File: src/rtl/led_serial_pkg.sv
package led_serial_pkg;

  localparam int unsigned FRAME_CYCLES     = 36;
  localparam int unsigned LED_COUNT        = 12;
  localparam int unsigned START_DATA_FIRST = 4;
  localparam int unsigned STROBE_CYCLE     = 35;
  localparam int unsigned SCLK_RATIO       = 4;

  typedef enum logic {
    FMT_START  = 1'b0,
    FMT_STROBE = 1'b1
  } frame_fmt_e;

endpackage

File: src/rtl/lso_reset_sync.sv
module lso_reset_sync (
  input  logic clk,
  input  logic rst_n_i,
  output logic rst_n_o
);

  logic stage1_q;
  logic stage2_q;

  always_ff @(posedge clk or negedge rst_n_i) begin
    if (!rst_n_i) begin
      stage1_q <= 1'b0;
      stage2_q <= 1'b0;
    end else begin
      stage1_q <= 1'b1;
      stage2_q <= stage1_q;
    end
  end

  assign rst_n_o = stage2_q;

endmodule

File: src/rtl/lso_sclk_div.sv
module lso_sclk_div #(
  parameter int unsigned RATIO = 4
) (
  input  logic clk,
  input  logic rst_n,
  input  logic tick_en,
  output logic sclk_o,
  output logic fall_en_o,
  output logic prerise_en_o
);

  localparam int unsigned HALF = RATIO / 2;
  localparam int unsigned PW   = (HALF > 1) ? $clog2(HALF) : 1;
  localparam logic [PW-1:0] PH_LAST = PW'(HALF - 1);
  localparam logic [PW-1:0] PH_PRE  = PW'(HALF - 2);

  logic [PW-1:0] ph_q, ph_nxt;
  logic          sclk_q, sclk_nxt;
  logic          edge_en;

  always_comb begin
    edge_en  = tick_en && (ph_q == PH_LAST);
    ph_nxt   = ph_q;
    sclk_nxt = sclk_q;
    if (tick_en) begin
      if (edge_en) begin
        ph_nxt   = '0;
        sclk_nxt = ~sclk_q;
      end else begin
        ph_nxt = ph_q + PW'(1);
      end
    end
  end

  always_ff @(posedge clk or negedge rst_n) begin
    if (!rst_n) begin
      ph_q   <= '0;
      sclk_q <= 1'b0;
    end else begin
      ph_q   <= ph_nxt;
      sclk_q <= sclk_nxt;
    end
  end

  assign sclk_o       = sclk_q;
  assign fall_en_o    = edge_en && sclk_q;
  assign prerise_en_o = tick_en && !sclk_q && (ph_q == PH_PRE);

  AST_SCLK_HOLD: assert property (@(posedge clk) disable iff (!rst_n)
    !tick_en |=> $stable(sclk_q));

  AST_PHASE_RANGE: assert property (@(posedge clk) disable iff (!rst_n)
    ph_q <= PH_LAST);

endmodule

File: src/rtl/lso_frame_seq.sv
module lso_frame_seq
  import led_serial_pkg::*;
#(
  parameter int unsigned FRAME = 36,
  parameter int unsigned LED_W = 12,
  parameter int unsigned CW    = 6
) (
  input  logic             clk,
  input  logic             rst_n,
  input  logic             fall_en,
  input  frame_fmt_e       fmt_i,
  input  logic [LED_W-1:0] led_i,
  output logic [CW-1:0]    cyc_d_o,
  output frame_fmt_e       fmt_d_o,
  output logic [LED_W-1:0] led_d_o,
  output logic [CW-1:0]    cyc_q_o
);

  localparam logic [CW-1:0] CYC_LAST  = CW'(FRAME);
  localparam logic [CW-1:0] CYC_FIRST = CW'(1);

  logic [CW-1:0]    cyc_q, cyc_nxt;
  frame_fmt_e       fmt_q, fmt_nxt;
  logic [LED_W-1:0] led_q, led_nxt;
  logic             frame_open;

  always_comb begin
    frame_open = fall_en && (cyc_q == CYC_LAST);
    cyc_nxt    = cyc_q;
    fmt_nxt    = fmt_q;
    led_nxt    = led_q;
    if (fall_en) begin
      cyc_nxt = frame_open ? CYC_FIRST : (cyc_q + CW'(1));
    end
    if (frame_open) begin
      fmt_nxt = fmt_i;
      led_nxt = led_i;
    end
  end

  always_ff @(posedge clk or negedge rst_n) begin
    if (!rst_n) begin
      cyc_q <= CYC_LAST;
      fmt_q <= FMT_START;
      led_q <= '0;
    end else begin
      cyc_q <= cyc_nxt;
      fmt_q <= fmt_nxt;
      led_q <= led_nxt;
    end
  end

  assign cyc_d_o = cyc_nxt;
  assign fmt_d_o = fmt_nxt;
  assign led_d_o = led_nxt;
  assign cyc_q_o = cyc_q;

  AST_CYC_RANGE: assert property (@(posedge clk) disable iff (!rst_n)
    (cyc_q >= CYC_FIRST) && (cyc_q <= CYC_LAST));

  AST_CYC_WRAP: assert property (@(posedge clk) disable iff (!rst_n)
    (fall_en && (cyc_q == CYC_LAST)) |=> (cyc_q == CYC_FIRST));

  AST_SNAPSHOT_HOLD: assert property (@(posedge clk) disable iff (!rst_n)
    (cyc_q != CYC_LAST) |=> ($stable(led_q) && $stable(fmt_q)));

endmodule

File: src/rtl/lso_bit_drive.sv
module lso_bit_drive
  import led_serial_pkg::*;
#(
  parameter int unsigned FRAME      = 36,
  parameter int unsigned LED_W      = 12,
  parameter int unsigned DATA_FIRST = 4,
  parameter int unsigned STROBE_CYC = 35,
  parameter int unsigned CW         = 6
) (
  input  logic             clk,
  input  logic             rst_n,
  input  logic             fall_en,
  input  logic             prerise_en,
  input  logic [CW-1:0]    cyc_d,
  input  frame_fmt_e       fmt_d,
  input  logic [LED_W-1:0] led_d,
  input  logic [CW-1:0]    cyc_q,
  output logic             sdata_o,
  output logic             latch_o
);

  logic [FRAME:1] start_vec;
  logic [FRAME:1] strobe_vec;
  logic           bit_sel;
  logic           sdata_q, sdata_nxt;
  logic           latch_q, latch_nxt;

  for (genvar p = 1; p <= FRAME; p++) begin : g_pos
    if (p == 1) begin : g_start
      assign start_vec[p] = 1'b1;
    end else if ((p >= DATA_FIRST) && (p < DATA_FIRST + LED_W)) begin : g_sdat
      assign start_vec[p] = led_d[p - DATA_FIRST];
    end else begin : g_spad
      assign start_vec[p] = 1'b0;
    end

    if (p <= LED_W) begin : g_ldat
      assign strobe_vec[p] = led_d[p - 1];
    end else begin : g_lpad
      assign strobe_vec[p] = 1'b0;
    end
  end

  always_comb begin
    bit_sel   = (fmt_d == FMT_STROBE) ? strobe_vec[cyc_d] : start_vec[cyc_d];
    sdata_nxt = sdata_q;
    latch_nxt = latch_q;
    if (fall_en) begin
      sdata_nxt = bit_sel;
    end
    if (fall_en && (fmt_d == FMT_STROBE) && (cyc_d == CW'(STROBE_CYC))) begin
      latch_nxt = 1'b1;
    end else if (prerise_en) begin
      latch_nxt = 1'b0;
    end
  end

  always_ff @(posedge clk or negedge rst_n) begin
    if (!rst_n) begin
      sdata_q <= 1'b0;
      latch_q <= 1'b0;
    end else begin
      sdata_q <= sdata_nxt;
      latch_q <= latch_nxt;
    end
  end

  assign sdata_o = sdata_q;
  assign latch_o = latch_q;

  AST_STROBE_CYCLE: assert property (@(posedge clk) disable iff (!rst_n)
    $rose(latch_q) |-> (cyc_q == CW'(STROBE_CYC)));

  AST_NO_STROBE_START: assert property (@(posedge clk) disable iff (!rst_n)
    (fmt_d == FMT_START) |-> !latch_q);

endmodule

File: src/rtl/led_serial_out.sv
module led_serial_out
  import led_serial_pkg::*;
#(
  parameter int unsigned CLK_DIV    = SCLK_RATIO,
  parameter int unsigned LED_W      = LED_COUNT,
  parameter int unsigned FRAME      = FRAME_CYCLES,
  parameter int unsigned DATA_FIRST = START_DATA_FIRST,
  parameter int unsigned STROBE_CYC = STROBE_CYCLE
) (
  input  logic             clk,
  input  logic             rst_n,
  input  logic             tick_en,
  input  logic             mode_sel,
  input  logic [LED_W-1:0] led_vec,
  output logic             ser_clk,
  output logic             ser_data,
  output logic             ser_latch
);

  localparam int unsigned CW = $clog2(FRAME + 1);

  logic             rst_sync_n;
  logic             fall_en;
  logic             prerise_en;
  logic [CW-1:0]    cyc_d;
  logic [CW-1:0]    cyc_q;
  frame_fmt_e       fmt_d;
  frame_fmt_e       fmt_in;
  logic [LED_W-1:0] led_d;

  assign fmt_in = frame_fmt_e'(mode_sel);

  lso_reset_sync u_rst (
    .clk     (clk),
    .rst_n_i (rst_n),
    .rst_n_o (rst_sync_n)
  );

  lso_sclk_div #(.RATIO(CLK_DIV)) u_div (
    .clk          (clk),
    .rst_n        (rst_sync_n),
    .tick_en      (tick_en),
    .sclk_o       (ser_clk),
    .fall_en_o    (fall_en),
    .prerise_en_o (prerise_en)
  );

  lso_frame_seq #(.FRAME(FRAME), .LED_W(LED_W), .CW(CW)) u_seq (
    .clk     (clk),
    .rst_n   (rst_sync_n),
    .fall_en (fall_en),
    .fmt_i   (fmt_in),
    .led_i   (led_vec),
    .cyc_d_o (cyc_d),
    .fmt_d_o (fmt_d),
    .led_d_o (led_d),
    .cyc_q_o (cyc_q)
  );

  lso_bit_drive #(
    .FRAME(FRAME), .LED_W(LED_W), .DATA_FIRST(DATA_FIRST),
    .STROBE_CYC(STROBE_CYC), .CW(CW)
  ) u_drv (
    .clk        (clk),
    .rst_n      (rst_sync_n),
    .fall_en    (fall_en),
    .prerise_en (prerise_en),
    .cyc_d      (cyc_d),
    .fmt_d      (fmt_d),
    .led_d      (led_d),
    .cyc_q      (cyc_q),
    .sdata_o    (ser_data),
    .latch_o    (ser_latch)
  );

  AST_DATA_ON_FALL: assert property (@(posedge clk) disable iff (!rst_sync_n)
    !$fell(ser_clk) |-> $stable(ser_data));

  AST_STROBE_IN_LOW: assert property (@(posedge clk) disable iff (!rst_sync_n)
    ser_latch |-> !ser_clk);

endmodule

File: config.mk
export PLATFORM = sky130hd
export DESIGN_NAME = led_serial_out
export DESIGN_NICKNAME = d
export VERILOG_FILES = /design/src/rtl/led_serial_pkg.sv /design/src/rtl/lso_reset_sync.sv /design/src/rtl/lso_sclk_div.sv /design/src/rtl/lso_frame_seq.sv /design/src/rtl/lso_bit_drive.sv /design/src/rtl/led_serial_out.sv
export SDC_FILE = /design/constraint.sdc
export NUM_CORES = 1
export LEC_CHECK = 0
export ABC_CLOCK_PERIOD_IN_PS = 1900
export CORE_AREA = 5 5 77 79
export DETAILED_ROUTE_END_ITERATION = 10
export DIE_AREA = 0 0 82 84
export PLACE_DENSITY = 0.54
export SLEW_MARGIN = 20
export SYNTH_ARGS = -nofsm -noshare
export SYNTH_HDL_FRONTEND = slang
export SYNTH_SLANG_ARGS = --single-unit
File: constraint.sdc
create_clock -name clk -period 1.9 [get_ports clk]
set_input_delay 0.285 -clock clk [delete_from_list [all_inputs] [get_ports clk]]
set_output_delay 0.285 -clock clk [all_outputs]
set_load 0.05 [all_outputs]
# --- Word-level counts from Yosys, hierarchy flattened ---
# Cells that the tools add are included.
word_totals:
  register_bits: 25
  input_bits: 16
  out_inout_bits: 3
  elab_cells: 38
op_classes:
  addsub: 2
  n_lt_le_gt_ge: 1
  eq_ne: 2
  mux: 12
  n_bitwise: 2
  reduce_logical: 10
op_table:
  columns: ["operator", "count"]
  rows:
  - ["$bmux 1 s6", 2]
  - ["$eq 6x6->1 const B", 2]
  - ["$mux 12", 1]
  - ["$mux 6", 2]
  - ["$logic_and 1x1->1", 7]
  - ["$lt 6x7->1 const B", 1]
  - ["$mux 1", 7]
  - ["$add 6x1->6 const B", 1]
  - ["$not 1->1", 2]
  - ["$reduce_and 2->1", 1]
  - ["$reduce_bool 2->1", 1]
  - ["$add 1x1->1 const B", 1]
  - ["$logic_not 1->1", 1]

# --- Logic depth before layout (Yosys ltp) ---
depth:
  ltp_word: 8
  ltp_mapped: 11
  mapped_depth_nobuf: 9

# --- Cells and area by module ---
# A second synthesis with hierarchy kept.
unflattened:
  cells_unflattened: 106
  hier_area_um2: 1356.3
by_module_without_submodules:
  columns: ["mod", "n_inst", "cells_each", "area_per_inst_um2", "seq_area_each_um2"]
  rows:
  - ["lso_frame_seq", 1, 61, 852.1, 478.0]
  - ["lso_bit_drive", 1, 35, 364.1, 50.0]
  - ["lso_sclk_div", 1, 7, 86.3, 50.0]
  - ["lso_reset_sync", 1, 3, 53.8, 50.0]

# --- Least setup slack after synthesis ---
# Ideal clock, no wire load.
synth_timing:
  kind: "register to register"
  startpoint: "register u_div.sclk_q (netlist: u_div.sclk_o)"
  endpoint: "register u_drv.sdata_q (netlist: u_drv.sdata_o)"
  setup_ns: 0.080
  arrival_time_ns: 2.264
  required_ns: 1.820
  slack_ns: -0.444
  stages_incl_launch_ff: 7
  path_buffers: 0
  synth_period_minus_slack_ns: 2.344
  cell_sequence: "dfrtp_1 nand3_2 a22oi_4 mux2_2 nor4_1 o311ai_2 o211ai_2"
synth_between:
  elab_chain_len: 7
  elab_cells_between_ends: 11
  classes_between: "mux: 9; reduce/logical: 2"
synth_lines:
  columns: ["item", "line_no", "rtl"]
  rows:
  - ["start, declared", "lso_sclk_div.sv:18", "logic sclk_q, sclk_nxt;"]
  - ["start signal, assigned", "lso_sclk_div.sv:41", "sclk_q <= sclk_nxt;"]
  - ["$logic_and 1x1->1 (*)", "lso_sclk_div.sv:46", "assign fall_en_o = edge_en && sclk_q;"]
  - ["$logic_and 1x1->1", "lso_frame_seq.sv:28", "frame_open = fall_en && (cyc_q == CYC_LAST);"]
  - ["$mux 6", "lso_frame_seq.sv:33", "cyc_nxt = frame_open ? CYC_FIRST : (cyc_q + CW'(1));"]
  - ["$mux 6", "lso_frame_seq.sv:32", "if (fall_en) begin"]
  - ["$bmux 1 s6", "lso_bit_drive.sv:45", "bit_sel = (fmt_d == FMT_STROBE) ? strobe_vec[cyc_d] : start_vec[cyc_d];"]
  - ["$mux 1 (implied by the code)", "lso_bit_drive.sv:45", null]
  - ["$mux 1", "lso_bit_drive.sv:45", null]
  - ["end signal, assigned", "lso_bit_drive.sv:63", "sdata_q <= sdata_nxt;"]
  - ["end, declared", "lso_bit_drive.sv:25", "logic sdata_q, sdata_nxt;"]
# Every way passes the cells marked *; elsewhere a longest branch is shown, timed or not. The select of a mux whose other input is x is not followed.
# A chain may end at the register's enable or synchronous reset.

# --- Final worst setup path ---
layout_timing:
  startpoint: "register u_seq.cyc_q[5] (netlist: u_seq.cyc_q_o[5])"
  endpoint: "register u_drv.sdata_q (netlist: u_drv.sdata_o)"
layout_between:
  elab_cells_between_ends: 12
  classes_between: "add/sub: 1; eq/ne: 1; mux: 9; reduce/logical: 1"
layout_lines:
  columns: ["item", "line_no", "rtl"]
  rows:
  - ["start, declared", "lso_frame_seq.sv:22", "logic [CW-1:0] cyc_q, cyc_nxt;"]
  - ["start signal, assigned", "lso_frame_seq.sv:47", "cyc_q <= cyc_nxt;"]
  - ["$eq 6x6->1 (*)", "lso_frame_seq.sv:28", null]
  - ["$logic_and 1x1->1 (*)", "lso_frame_seq.sv:28", null]
  - ["$mux 12 (*)", "lso_frame_seq.sv:35", "if (frame_open) begin"]
  - ["named net led_d[11]", "led_serial_out.sv:29", "logic [LED_W-1:0] led_d;"]
  - ["$bmux 1 s6", "lso_bit_drive.sv:45", null]
  - ["$mux 1 (implied by the code)", "lso_bit_drive.sv:45", null]
  - ["$mux 1 (*)", "lso_bit_drive.sv:45", null]
# Mark *: on every way through the listed nets, which the timed path passes. The rest lies on a longest branch. The select of a mux whose other input is x is not followed.

==> results.md <==
* Core Area at approximately 5300 µm²
* R2R Path Start: u_seq.cyc_q_o[5]
* Initial Utilization at 0.281
* First-pass GRT wire length at about 6.8 mm
* CP Class: register to register
* CTS tree: yes
* GPL Wtd Cong at just over 0.9
* Crit-path max FO at 6
* Port bufs at 18
* Reg-to-reg slack, setup at -0.32 ns
* R2r endpoint: u_drv.sdata_o
* Clk_skew at ~0.0022 ns
* Setup Viol. Count Final at 2
* Synth cell types at 50
* Clock sinks at 25
* Vias in the first global route at about 1400
* Post-Place Setup Slack at -0.607 ns
* Wirelength, routed at 4.17 mm
* Register area share after synthesis at 0.424
* # rows at 27
* Maximum VDD drop at around 0.64 mV
* GRT Residual Overflow at 0
* Failing checks: negative setup slack
* Design Area, Final at 2400 µm²
* YS warnings at 0
* Yosys reg bits at 25
* Worst skew pair latency at 0.27 ns
* Top Ports at 19
* DRT Pass-1 Iters at 4
* Hold Fails Final Rpt at 0
* Setup WS post-layout at -0.315 ns
* CTS max path bufs at 2
* Ant. Diodes at 0
* Core Util, Final at 0.455
* PD cells at 1580 nW/µm²
* P&R area growth vs syn at 61.6%
* Final Non-Filler Cells at between 200 and 300
* Residual DRC at 0
* Final Net Count at between 200 and 250
* Worst-Margin Slew at ~0.56 ns
* Crit start category: register
* Slew Limit Headroom at 0.626
* Num CTS Buffers at 3
* Clock root cell: clkbuf_8
* FF+latch area at about 630 µm²
* Post-synth EDFFs at 0
* Unrepaired setup endpoints after global routing: true
* Initial antenna violation count at 0
* Worst EP required at between 2 and 2.5 ns
* Overall die width at around 80 µm
* Minimum clock period at between 2 and 2.5 ns
* H-Tree Depth at 1
* Outcome: complete, but fails checks
* Routed vias/inst at approximately 4.6
* Synthesized cell area at around 1500 µm²
* Arrival time worst endpoint at between 2 and 2.5 ns
* Hpwl dp at ~3 mm
* FFs w/ async S/R, synth at 1.00
* Net Count, Synth at 158
* Synth Instances at 140
* Syn Area/Cell at around 11 µm²
* Initial DRC count at approximately 110
* Setup crit end kind: register
* Max Fclk at between 400 and 500 MHz
* Final period utilization at 1.17
* Inst Count DP at between 200 and 300
* Footprint of the multi-input gates at between 900 and 1000 µm²
* Largest net degree at the start of global routing at 15
* Gr usage total at 0.127
* Die area at 6890 µm²
* Max Slew Vio Count at 0
* Wire per inst at approximately 15 µm
* Die Y at 84 µm
* Hold crit path type: input port to async pin
* Leakage Power at about 0.0012 µW
* Antenna-violating nets left at 0
* Fraction of layout cells with a size suffix above 1 at 0.481
* Worst Reg-to-Reg Cells at 8
* DP Area at 2080 µm²
* FILL cells at 515
* Reg clk slew, reported paths at ~0.09 ns
* Post-synth top flop: dfrtp_1
* Final setup TNS at -0.486 ns
* Vias at 1308
* Maxcap violations at 0
[Yosys cell counts, types with 2 or more instances]
cell       n  share of area
dfrtp_1   23           0.39
inv_1     16          0.041
mux2i_1   14          0.095
nand2_1   11          0.028
nor2_1    11          0.028
mux2_2     5          0.038
nand3_1    3          0.010
nor4_1     3          0.013
o22ai_1    3          0.013
xor2_1     3          0.018
a21oi_1    2         0.0068
and3_1     2         0.0084
dfstp_2    2          0.035
ha_1       2          0.017
inv_2      2         0.0051
nand2b_1   2         0.0084
nor2b_1    2         0.0084
o31ai_1    2          0.010
[stage by stage]
stage,hold WS [ns],total power (µW)
2_1_floorplan,-0.0106,2080
3_3_place_gp,0.246,2910
3_5_place_dp,0.246,2940
4_1_cts,0.159,3630
5_1_grt,0.158,4030
6_report,0.155,3790
[cell families after synthesis]
| family | share of synthesized area |
|---|---|
| XOR/XNOR | 0.0236 |
| AO/OA/AOI/OAI | 0.159 |
| buffers and inverters | 0.0582 |
| other | 0.00253 |
| flip-flops | 0.424 |
| adder cells (fa/ha/maj) | 0.0169 |
| multiplexers | 0.148 |
| AND/OR/NAND/NOR | 0.169 |
[area by class of cell]
type                            instances  share of cell area
Clock buffer                            3              0.0172
Sequential cell                        25               0.263
Clock inverter                          1             0.00209
Tap cell                               72              0.0376
Inverter                               18              0.0292
Multi-Input combinational cell         97               0.414
Timing Repair Buffer                   66               0.237
[power breakdown]
part / switching (µW) / internal [µW] / leakage [µW] / total (µW)
combinational: 1300 / 1290 / 0.000850 / 2590
sequential: 120 / 750 / 0.000310 / 870
clock: 180 / 147 / 0.0000255 / 327
total: 1600 / 2190 / 0.00118 / 3790
[layout by cell type, fill, tap and decap left out, types with 2 or more instances in the layout]
cell type / n
nand2_4: 2
a21oi_4: 2
o31ai_2: 2
buf_6: 4
mux2i_2: 4
clkdlybuf4s50_1: 16
dfrtp_1: 22
a21oi_1: 2
dfstp_2: 2
buf_4: 44
mux2_4: 2
o22ai_1: 2
nand2_1: 9
inv_2: 2
mux2i_1: 8
mux2_2: 3
inv_1: 15
xor2_1: 3
nor2_1: 11
nand3_4: 3
nand3_1: 3
clkbuf_8: 3
mux2i_4: 3
[worst max-delay path, stage by stage, from the launching register on]
cell      delay (ns)
dfstp_2         0.54
and4bb_4        0.34
nand3_4         0.17
buf_6           0.18
mux2i_2         0.22
inv_1           0.09
and3_1          0.18
o31ai_2         0.26
o211ai_2        0.10
[what timing repair did]
action,in CTS,in global routing
pin swaps,16,8
hold buffers,0,0
endpoints found under the hold margin,0,0
setup endpoints to repair,2,2
gates cloned,2,0
gates resized for setup,14,20
buffers inserted,8,1
[worst max-delay path by stage]
| stage | from | endpoint | slack, ns | cells past startpoint |
|---|---|---|---|---|
| 6_report | u_seq.cyc_q_o[5] | u_drv.sdata_o | -0.32 | 8 |
| 5_1_grt | u_seq.cyc_q_o[2] | u_drv.sdata_o | -0.41 | 8 |
| 4_1_cts | u_seq.cyc_q_o[2] | u_drv.sdata_o | -0.30 | 10 |
| 3_5_place_dp | tick_en | u_drv.sdata_o | -0.61 | 10 |
| 3_3_place_gp | tick_en | u_drv.sdata_o | -0.54 | 10 |
| 2_1_floorplan | u_seq.cyc_q_o[2] | u_drv.sdata_o | -0.14 | 8 |
[flip-flops by register name, indices dropped and copies added (netlist names)]
name / count
u_drv.latch_o: 1
u_drv.sdata_o: 1
u_seq.cyc_q_o: 6
u_seq.fmt_q: 1
u_rst.stage1_q: 1
u_rst.rst_n_o: 1
u_div.sclk_o: 1
u_div.ph_q: 1
u_seq.led_q: 12
[routing by layer]
layer	global-route usage	up-vias	part of all wire
li1	-	638	-
met1	0.166	638	0.44
met2	0.218	28	0.52
met3	0.0194	4	0.027
met4	0.0272	0	0.0091
met5	0	-	0
Power figures use the tool's default switching activity.
